==> src/rtl/lpx_pkg.sv <==
package lpx_pkg;

   typedef enum logic [1:0] {
      ST_RUN      = 2'd0,
      ST_LOWPWR   = 2'd1,
      ST_EXIT_RST = 2'd2,
      ST_ISO_WAIT = 2'd3
   } lpx_state_t;

   typedef struct packed {
      logic fire;
      logic by_pin;
   } lpx_exit_t;

endpackage

==> src/rtl/lpx_sync.sv <==
module lpx_sync #(
   parameter int WIDTH  = 2,
   parameter int STAGES = 2
) (
   input  logic             clk,
   input  logic             rst_n,
   input  logic [WIDTH-1:0] d_i,
   output logic [WIDTH-1:0] q_o
);

   generate
      if (STAGES == 0) begin : g_bypass
         assign q_o = d_i;
      end else begin : g_chain
         logic [STAGES-1:0][WIDTH-1:0] pipe_q;
         always_ff @(posedge clk or negedge rst_n) begin
            if (!rst_n) begin
               pipe_q <= '0;
            end else begin
               pipe_q[0] <= d_i;
               for (int s = 1; s < STAGES; s++) begin
                  pipe_q[s] <= pipe_q[s-1];
               end
            end
         end
         assign q_o = pipe_q[STAGES-1];
      end
   endgenerate

endmodule

==> src/rtl/lpx_exit_arb.sv <==
module lpx_exit_arb
   import lpx_pkg::*;
(
   input  logic      armed_i,
   input  logic      wake_i,
   input  logic      pin_i,
   output lpx_exit_t exit_o
);

   // The reset pin outranks the wakeup detector when both are present.
   always_comb begin
      exit_o.fire   = armed_i & (wake_i | pin_i);
      exit_o.by_pin = armed_i & pin_i;
   end

endmodule

==> src/rtl/lpx_rst_timer.sv <==
module lpx_rst_timer #(
   parameter int CYCLES = 8
) (
   input  logic clk,
   input  logic rst_n,
   input  logic run_i,
   output logic done_o
);

   localparam int CNT_W = (CYCLES > 2) ? $clog2(CYCLES) : 1;
   localparam logic [CNT_W-1:0] LAST = CNT_W'(CYCLES - 1);

   logic [CNT_W-1:0] cnt_q;

   always_ff @(posedge clk or negedge rst_n) begin
      if (!rst_n) begin
         cnt_q <= '0;
      end else if (run_i && cnt_q != LAST) begin
         cnt_q <= cnt_q + 1'b1;
      end else begin
         cnt_q <= '0;
      end
   end

   assign done_o = run_i && (cnt_q == LAST);

endmodule

==> src/rtl/lpx_status.sv <==
module lpx_status (
   input  logic clk,
   input  logic rst_n,
   input  logic set_exit_i,
   input  logic set_pin_i,
   input  logic clr_i,
   output logic wake_o,
   output logic pin_o,
   output logic lost_o
);

   logic wake_q, pin_q, lost_q;

   // A set in the same cycle as a clear wins.
   always_ff @(posedge clk or negedge rst_n) begin
      if (!rst_n) begin
         wake_q <= 1'b0;
         pin_q  <= 1'b0;
         lost_q <= 1'b0;
      end else begin
         wake_q <= set_exit_i | (wake_q & ~clr_i);
         pin_q  <= set_pin_i  | (pin_q  & ~clr_i);
         lost_q <= set_exit_i | (lost_q & ~clr_i);
      end
   end

   assign wake_o = wake_q;
   assign pin_o  = pin_q;
   assign lost_o = lost_q;

endmodule

==> src/rtl/lp_exit_seq.sv <==
module lp_exit_seq
   import lpx_pkg::*;
#(
   parameter int SYNC_STAGES = 2,
   parameter int RST_CYCLES  = 8
) (
   input  logic clk,
   input  logic rst_n,
   input  logic lp_mode_i,
   input  logic wake_req_i,
   input  logic pin_rst_i,
   input  logic iso_ack_i,
   input  logic flag_clr_i,
   output logic sys_rst_o,
   output logic iso_hold_o,
   output logic flag_wake_o,
   output logic flag_pin_o,
   output logic ret_lost_o
);

   generate
      if (SYNC_STAGES < 0 || SYNC_STAGES > 4) begin : g_bad_sync
         $error("lp_exit_seq: SYNC_STAGES must lie in 0..4");
      end
      if (RST_CYCLES < 2) begin : g_bad_len
         $error("lp_exit_seq: RST_CYCLES must be at least 2");
      end
   endgenerate

   logic [1:0] req_s;
   logic       wake_s, pin_s;
   lpx_exit_t  exit_ev;
   lpx_state_t state_q, state_d;
   logic       by_pin_q;
   logic       rst_done;

   lpx_sync #(.WIDTH(2), .STAGES(SYNC_STAGES)) u_sync (
      .clk   (clk),
      .rst_n (rst_n),
      .d_i   ({pin_rst_i, wake_req_i}),
      .q_o   (req_s)
   );
   assign wake_s = req_s[0];
   assign pin_s  = req_s[1];

   lpx_exit_arb u_arb (
      .armed_i (state_q == ST_LOWPWR),
      .wake_i  (wake_s),
      .pin_i   (pin_s),
      .exit_o  (exit_ev)
   );

   lpx_rst_timer #(.CYCLES(RST_CYCLES)) u_timer (
      .clk    (clk),
      .rst_n  (rst_n),
      .run_i  (state_q == ST_EXIT_RST),
      .done_o (rst_done)
   );

   lpx_status u_status (
      .clk        (clk),
      .rst_n      (rst_n),
      .set_exit_i (exit_ev.fire),
      .set_pin_i  (exit_ev.by_pin),
      .clr_i      (flag_clr_i),
      .wake_o     (flag_wake_o),
      .pin_o      (flag_pin_o),
      .lost_o     (ret_lost_o)
   );

   always_comb begin
      state_d = state_q;
      unique case (state_q)
         ST_RUN:      if (lp_mode_i) state_d = ST_LOWPWR;
         ST_LOWPWR:   if (exit_ev.fire) state_d = ST_EXIT_RST;
         ST_EXIT_RST: if (rst_done) state_d = by_pin_q ? ST_RUN : ST_ISO_WAIT;
         ST_ISO_WAIT: if (iso_ack_i) state_d = ST_RUN;
         default:     state_d = ST_RUN;
      endcase
   end

   always_ff @(posedge clk or negedge rst_n) begin
      if (!rst_n) begin
         state_q  <= ST_RUN;
         by_pin_q <= 1'b0;
      end else begin
         state_q <= state_d;
         if (exit_ev.fire) by_pin_q <= exit_ev.by_pin;
      end
   end

   assign sys_rst_o  = (state_q == ST_EXIT_RST);
   assign iso_hold_o = (state_q == ST_LOWPWR) || (state_q == ST_ISO_WAIT) ||
                       ((state_q == ST_EXIT_RST) && !by_pin_q);

endmodule

==> config.mk <==
export PLATFORM = sky130hd
export DESIGN_NAME = lp_exit_seq
export DESIGN_NICKNAME = d
export VERILOG_FILES = /design/src/rtl/lpx_pkg.sv /design/src/rtl/lpx_sync.sv /design/src/rtl/lpx_exit_arb.sv /design/src/rtl/lpx_rst_timer.sv /design/src/rtl/lpx_status.sv /design/src/rtl/lp_exit_seq.sv
export SDC_FILE = /design/constraint.sdc
export NUM_CORES = 1
export LEC_CHECK = 0
export ABC_CLOCK_PERIOD_IN_PS = 2000
export BUFFER_PORTS_ARGS = -buffer_cell sky130_fd_sc_hd__buf_2
export CORE_MARGIN = 4
export CORE_UTILIZATION = 25
export DETAILED_ROUTE_END_ITERATION = 7
export PLACE_DENSITY_LB_ADDON = 0.15
export REMOVE_ABC_BUFFERS = 1
export SYNTH_ARGS = -nofsm -noshare
export SYNTH_HDL_FRONTEND = slang
export SYNTH_SLANG_ARGS = --single-unit
==> constraint.sdc <==
create_clock -name clk -period 2 [get_ports clk]
set_input_delay 0.2 -clock clk [delete_from_list [all_inputs] [get_ports clk]]
set_output_delay 0.2 -clock clk [all_outputs]
set_load 0.01 [all_outputs]
---- Yosys cells after proc, flatten, opt, wreduce, memory -nomap -nowiden ----
Cells that the tools add are included.
word-level totals
  output and inout bits ................... 5
  ROM bits ................................ 0
  bits of input ports ..................... 7
  word-level logic and storage cells ...... 43
  register bits after elaboration ......... 13
  memory bits (writable) .................. 0
  memories kept ........................... 0
  bits in latches ......................... 0
cells by class
  magnitude comparators ................... 0
  eq/ne operators ......................... 9
  divide/modulo/power cells ............... 0
  bitwise gates (word level) .............. 10
  reduce and logical (&&, ||, !) cells .... 8
  muxes and demuxes ....................... 7
  $add $sub $neg .......................... 1
  shift-type cells ........................ 0
  $mul .................................... 0
operators with widths
  operator               number
  $mux W2                5
  $pmux W2 S4            1
  $ne A2 B2 Y1 const B   3
  $and A1 B1 Y1          5
  $eq A2 B2 Y1 const B   2
  $or A1 B1 Y1           4
  $reduce_and A4 Y1      1
  $add A3 B1 Y3 const B  1
  $eq A3 B3 Y1 const B   1
  $logic_and A1 B1 Y1    3
  $mux W3                1
  $ne A3 B3 Y1 const B   1
  $eq A2 B1 Y1 const B   1
  $logic_not A2 Y1       1
  $logic_or A1 B1 Y1     2
  $ne A2 B1 Y1 const B   1
  $logic_not A1 Y1       1
  $not A1 Y1             1

---- Longest topological paths before layout ----
Gate-level depths: netlist of run 1.
  word-level depth ........................ 4
  mapped depth ............................ 5

---- Modules after synthesis ----
Synthesis of run 1 repeated with hierarchy kept, for this count alone.
unflattened totals
  cells, all modules ...................... 41
  area total of the unflattened synthesis .. 540.5 sq um
by module, submodules not included
  module         sequential area each (sq um)  instances  cells each  area an instance (sq um)
  lp_exit_seq    75.1                          1          17          171.4
  lpx_rst_timer  75.1                          1          9           137.6
  lpx_sync       100.1                         1          6           115.1
  lpx_status     75.1                          1          7           101.3
  lpx_exit_arb   0.0                           1          2           15.0

---- Worst setup path after synthesis of run 1 ----
Ideal clock, no wire load.
  path kind ............................... register to register
  start point ............................. register u_timer.cnt_q[0]
  end point ............................... register u_timer.cnt_q[1]
  data required time ...................... 1.934 ns
  data arrival time ....................... 0.993 ns
  path slack .............................. 0.942 ns
  path buffers ............................ 0
  setup time .............................. 0.066 ns
  stages on the path, launching flop included .. 5
  cells stage by stage .................... dfrtp_1 > ha_1 > ha_1 > nor3_2 > and2_1
between the ends
  cells in the longest elaborated chain, start to end .. 3
RTL lines
  element                                                                RTL line             source
  from (decl)                                                            lpx_rst_timer.sv:13  logic [CNT_W-1:0] cnt_q;
  from (signal assigned)                                                 lpx_rst_timer.sv:19  cnt_q <= cnt_q + 1'b1;
  parallel branches: the longest is 2 deep, another holds $add A3 B1 Y3  -
  $mux W3 *                                                              lpx_rst_timer.sv:18  end else if (run_i && cnt_q != LAST) begin
Mark *: on every way between the ends.
A chain may end at the register's enable or synchronous reset.

---- Worst setup path after layout of run 1 ----
  start point ............................. register state_q[1]
  end point ............................... output port iso_hold_o
between the ends
  cells in the longest elaborated chain, start to end .. 3
RTL lines
  element                                                    RTL line                              source
  from (decl)                                                lp_exit_seq.sv:33                     lpx_state_t state_q, state_d;
  from (signal assigned)                                     lp_exit_seq.sv:87                     state_q <= state_d;
  $eq A2 B1 Y1, or another cell as far along                 lp_exit_seq.sv:93                     assign iso_hold_o = (state_q == ST_LOWPWR) || (state_q == ST_ISO_WAIT) ||
  $logic_or A1 B1 Y1 or $logic_and A1 B1 Y1 (tied branches)  lp_exit_seq.sv:93, lp_exit_seq.sv:94
  $logic_or A1 B1 Y1 *                                       lp_exit_seq.sv:93
  to (decl)                                                  lp_exit_seq.sv:15                     output logic iso_hold_o,
Mark *: on every way between the ends. The rest lies on a longest branch, timed or not.

==> results of run 1 <==
## worst register-to-register path: stages, from the launching register on
cell and delay [ps]:
dfrtp_1 380, ha_1 200, ha_1 220, nor3_2 130
and2_1 150
## cells by family (layout without fill, tap and decap cells)
| family | Yosys count | in the layout | share of synthesized area [%] |
|---|---|---|---|
| buf+inv | 6 | 22 | 4.477 |
| flops | 13 | 13 | 64.68 |
| compound gates | 10 | 10 | 11.44 |
| simple gates | 12 | 12 | 14.43 |
| fa+ha+maj | 2 | 2 | 4.974 |
## layout by cell type (no fill, tap or decap), drive strengths merged
master	instances
nor2b	2
ha	2
nor4	1
a21oi	2
dfrtp	13
nand3	1
nor3	1
clkbuf	4
o21ai	6
inv	6
nand2b	1
o211ai	1
buf	11
o311a	1
and2	3
nand2	3
dlygate4sd3	1
## sequential cells by signal, summed over array words and instances, names as in the netlist
register,count
u_status.wake_o,1
u_timer.cnt_q,3
u_sync.g_chain.pipe_q,2
u_status.pin_o,1
u_sync.q_o,2
u_status.lost_o,1
state_q,2
by_pin_q,1
## worst max path at each step
stage                                start               end  slack, ps
after floorplan           u_timer.cnt_q[0]  u_timer.cnt_q[1]        940
after global placement    u_timer.cnt_q[0]  u_timer.cnt_q[2]        910
after detailed placement  u_timer.cnt_q[0]  u_timer.cnt_q[1]        870
after CTS                       state_q[1]        iso_hold_o        620
after global routing            state_q[1]        iso_hold_o        570
final                           state_q[1]        iso_hold_o        650
## stage by stage
stage          worst slack, ps  std cells  cell area, sq um
6_report                 651.3         84             625.6
4_1_cts                  619.7         84             625.6
2_1_floorplan            941.5         43             503.0
3_5_place_dp             865.7         79             589.3
3_3_place_gp             905.1         79             589.3
5_1_grt                  574.0         84             625.6
## power by group
part | internal (mW) | switching, mW
clock | 0.0772 | 0.0808
sequential | 0.342 | 0.0663
combinational | 0.120 | 0.139
total | 0.539 | 0.286
## what timing repair did
action,in CTS,in global routing
setup endpoints to repair,0,0
hold endpoints to repair,13,0
hold buffers,1,0
## metal layers
layer  share of wire (%)  up-vias  track usage (%)
met5                   0        -                0
met4                   0        0            1.277
met3                  11        0            6.197
met2                  44       12            11.36
met1                  46      156            9.185
li1                    -      173                -
## final cells by class
class	count	area, sq um
multi-input combinational	24	155.1
fill	210	1195
inverter	6	22.52
timing repair buffer	12	65.06
clock buffer	4	26.28
tap	25	31.28
sequential	13	325.3
==> reports/qor.txt, run 1 <==
Area Growth Syn to Fin: 24.38%
WHS Endpoint: u_sync.g_chain.pipe_q[1]
worst-path cell chain: inv_2, o21ai_0, buf_2
final core utilization: 34.36%
Die Y: 52.86 um
Final Hold Slack: 36.48 ps
RR Startpoint: u_timer.cnt_q[0]
vias after detailed routing: 341
maximum vdd drop: 0.4819 mV
Yosys cell types: 17
core area: 1821 sq um
register area share after synthesis: 64.68%
row cnt: 15
final period utilization: 67.44%
Num CTS Buffers: 3
Tmin final: 1349 ps
Max Slew Vio Count: 0
EDFF count, synth: 0
I/O pins: 12
starting density of the core: 27.63%
Max clock buf depth: 2
critical path class: flip-flop to output pin
IO Port Bufs: 11
gr ovfl total: 0
Hold Violations, Final: 0
worst hold path startpoint: pin_rst_i
Setup TNS: 0 ps
type of origin of the critical path: flip-flop
Levels on crit path: 3
first-pass GRT wire length: 1483 um
antenna diode count: 0
initial DRC count: 2
Die ar.: 2794 sq um
CP bufs+invs: 2
H-Tree Depth: 1
synth top area cells: dfrtp_1, ha_1, and2_1, inv_1, o21ai_0
Slew @ Worst Pin: 293.2 ps
setup violators final: 0
Max Fclk: 0.7414 GHz
Yosys top cell by area: dfrtp_1
Power Total: 0.8253 mW
drt drc: 0
Data arrival, critical path: 1150 ps
Req. time, crit path: 1800 ps
post-synthesis cell area: 503.0 sq um
fraction of registers with async set/reset: 100.0%
critical path's top delay family: flip-flops
Slowest-stage cell, CP: dfrtp_1
R2R Path End: u_timer.cnt_q[1]
largest net degree at the start of global routing: 14
post-route ant nets: 0
Static Leak: 0.3100 nW
Syn. warnings: 0
GR Util All Layers: 7.856%
Post-Syn Instances: 43
Clock Root Buffer: clkbuf_4
routability cong.: 0.7109
status: finished, final reports clean
Total Wirelength: 861 um
die width: 52.86 um
maxcap violations: 0
DR pass1 iterations: 2
share of layout cells above drive strength 1: 28.81%
clock latency on the worst-skew pair: 270 ps
slowest stage delay, CP: 460 ps
slew margin rel.: 80.46%
Worst R2R Path Depth: 4
Yosys reg bits: 13
CTS Sinks: 13
prevailing post-synth register cell: dfrtp_1
worst hold path type: primary input to flip-flop
most common cell in the netlist: dfrtp_1
RSZ-0062 raised after global routing: no
Yosys top cell area share: 64.68%
reg2reg setup slack: 860 ps
pwr dens: 1319 nW/um^2
Gates resized, CTS repair: 0
Worst Hold Depth: 1
Clock Pin Slew Worst Setup and Hold Paths: 80 ps
Clock Skew: 10.35 ps
CP endpoint kind: output pin
CP max FO: 6
syn avg cell area: 11.70 sq um
CTS tree: built
setup repair bufs after CTS: 0
initial antenna violation count: 0
Final #Nets: 69
post-detail-place hpwl: 666.2 um
routed wire length per instance: 10.25 um
vias in the first global route: 342
commonest cells in the netlist: dfrtp_1, inv_1
vias per cell: 4.060
(Power assumes the default switching activity.)
==> run 2, diff against run 1 <==
--- a/config.mk
+++ b/config.mk
@@ -5,7 +5,7 @@
 export SDC_FILE = /design/constraint.sdc
 export NUM_CORES = 1
 export LEC_CHECK = 0
-export ABC_CLOCK_PERIOD_IN_PS = 2000
+export ABC_CLOCK_PERIOD_IN_PS = 1300
 export BUFFER_PORTS_ARGS = -buffer_cell sky130_fd_sc_hd__buf_2
 export CORE_MARGIN = 4
 export CORE_UTILIZATION = 25
==> constraint.sdc (replaced) <==
create_clock -name clk -period 1.3 [get_ports clk]
set_input_delay 0.13 -clock clk [delete_from_list [all_inputs] [get_ports clk]]
set_output_delay 0.13 -clock clk [all_outputs]
set_load 0.01 [all_outputs]
==> run 2 against run 1 <==
Effect of this change: power increased by 55%; sequential share of layout area fell by 1.5 points; sequential cell count stayed put; clock power grew 54%; global-route usage increased by 0.30 points; utilization rose by 1.2 points; worst setup slack worse by 580 ps; clock-buffer cell count unchanged; critical path depth unchanged; via count grew 2.3%; wire length up 1.7%; largest power group unchanged.
==> reports/qor.txt, run 2 (same netlist as run 1, synthesis figures left out) <==
Static Leak: 0.3172 nW
clock latency on the worst-skew pair: 270 ps
vias after detailed routing: 349
Area after DPL: 589.3 sq um
Clock Skew: 10.39 ps
Hold Violations, Final: 0
CTS Sinks: 13
Slew @ Worst Pin: 293.1 ps
Post-Place Cells: 79
slowest stage delay, CP: 430 ps
max reg flops: 3
Die ar.: 2794 sq um
Max Fclk: 0.8163 GHz
Data arrival, critical path: 1100 ps
final core utilization: 35.53%
slew margin rel.: 80.46%
core area: 1821 sq um
commonest non-fill, non-tap cell in the layout: dfrtp_1
CP endpoint kind: output pin
Clock Pin Slew Worst Setup and Hold Paths: 80 ps
Final Hold Slack: 46.43 ps
worst hold path type: primary input to flip-flop
routability cong.: 0.7109
Top reg by flops: u_timer.cnt_q
RSZ-0062 raised after global routing: no
Max Slew Vio Count: 0
post-detail-place hpwl: 666.2 um
Req. time, crit path: 1170 ps
largest net degree at the start of global routing: 14
worst-path cell chain: inv_2, o21ai_0, buf_2
Max clock buf depth: 2
R2R Path End: u_timer.cnt_q[1]
Setup TNS: 0 ps
Critical Path Source: state_q[1]
maxcap violations: 0
CP endpoint: iso_hold_o
share of layout cells above drive strength 1: 29.51%
final period utilization: 94.23%
reg2reg setup slack: 160 ps
row cnt: 15
Worst R2R Path Depth: 4
type of origin of the critical path: flip-flop
RR Startpoint: u_timer.cnt_q[0]
critical path class: flip-flop to output pin
antenna diode count: 0
Num CTS Buffers: 3
Slowest-stage cell, CP: dfrtp_2
Final #Nets: 71
pwr dens: 1975 nW/um^2
filler-free cell count of the finished design: 86
Area Growth Syn to Fin: 28.61%
setup violators final: 0
maximum vdd drop: 0.7413 mV
Die Y: 52.86 um
GR Util All Layers: 8.151%
first-pass GRT wire length: 1552 um
Clock Root Buffer: clkbuf_4
initial DRC count: 2
status: finished, final reports clean
post-route ant nets: 0
die width: 52.86 um
Total Wirelength: 876 um
Tmin final: 1225 ps
H-Tree Depth: 1
vias per cell: 4.058
CP max FO: 6
initial antenna violation count: 0
design area: 646.9 sq um
CTS tree: built
gr ovfl total: 0
starting density of the core: 27.63%
IO Port Bufs: 11
DR pass1 iterations: 2
drt drc: 0
routed wire length per instance: 10.19 um
setup repair bufs after CTS: 0
vias in the first global route: 358
commonest non-fill, non-tap cells in the layout: dfrtp_1, buf_2, inv_1
I/O pins: 12
==> run 2: where the power goes <==
group / total (mW) / leakage [nW] / internal (mW) / switching, mW
clock: 0.243 / 0.0150 / 0.119 / 0.124
combinational: 0.404 / 0.142 / 0.189 / 0.214
sequential: 0.631 / 0.160 / 0.529 / 0.102
total: 1.28 / 0.317 / 0.837 / 0.441
==> run 2: stage by stage <==
stage / setup WS [ps] / total power [mW]
floorplan: 241.5 / 0.8852
global placement: 205.1 / 1.054
CTS: 47.64 / 1.308
global route: 12.62 / 1.406
finish: 74.97 / 1.278
detailed placement: 165.7 / 1.047
==> run 2: how the worst min path moves through the flow <==
stage | end | cells past startpoint | start
floorplan | by_pin_q | 0 | rst_n
global placement | state_q[1] | 1 | rst_n
detailed placement | state_q[1] | 1 | rst_n
CTS | u_status.pin_o | 2 | flag_clr_i
global route | u_status.pin_o | 2 | flag_clr_i
finish | u_status.pin_o | 2 | flag_clr_i
==> run 2: timing repair <==
item,in CTS,in global routing
gates resized for setup,1,0
hold buffers,3,0
endpoints found under the hold margin,15,0
endpoints found under the setup margin,1,0
==> run 2: critical path: cells and delay by family (launching register included) <==
family                 cells  cell delay, ps
AOI/OAI and AO/OA          1             170
buffers and inverters      2             230
DFF                        1             430
==> run 2: layout make-up <==
class | instances | area [sq um]
Clock buffer | 4 | 26.28
Fill cell | 207 | 1174
Inverter | 6 | 22.52
Multi-Input combinational cell | 24 | 155.1
Sequential cell | 13 | 326.6
Tap cell | 25 | 31.28
Timing Repair Buffer | 14 | 85.08
==> run 2: layer usage <==
layer	wire length, um	GRT usage [%]	up-vias
met2	384	11.98	12
li1	-	-	177
met4	0	1.277	0
met5	0	0	-
met3	91	6.197	0
met1	400	9.532	160
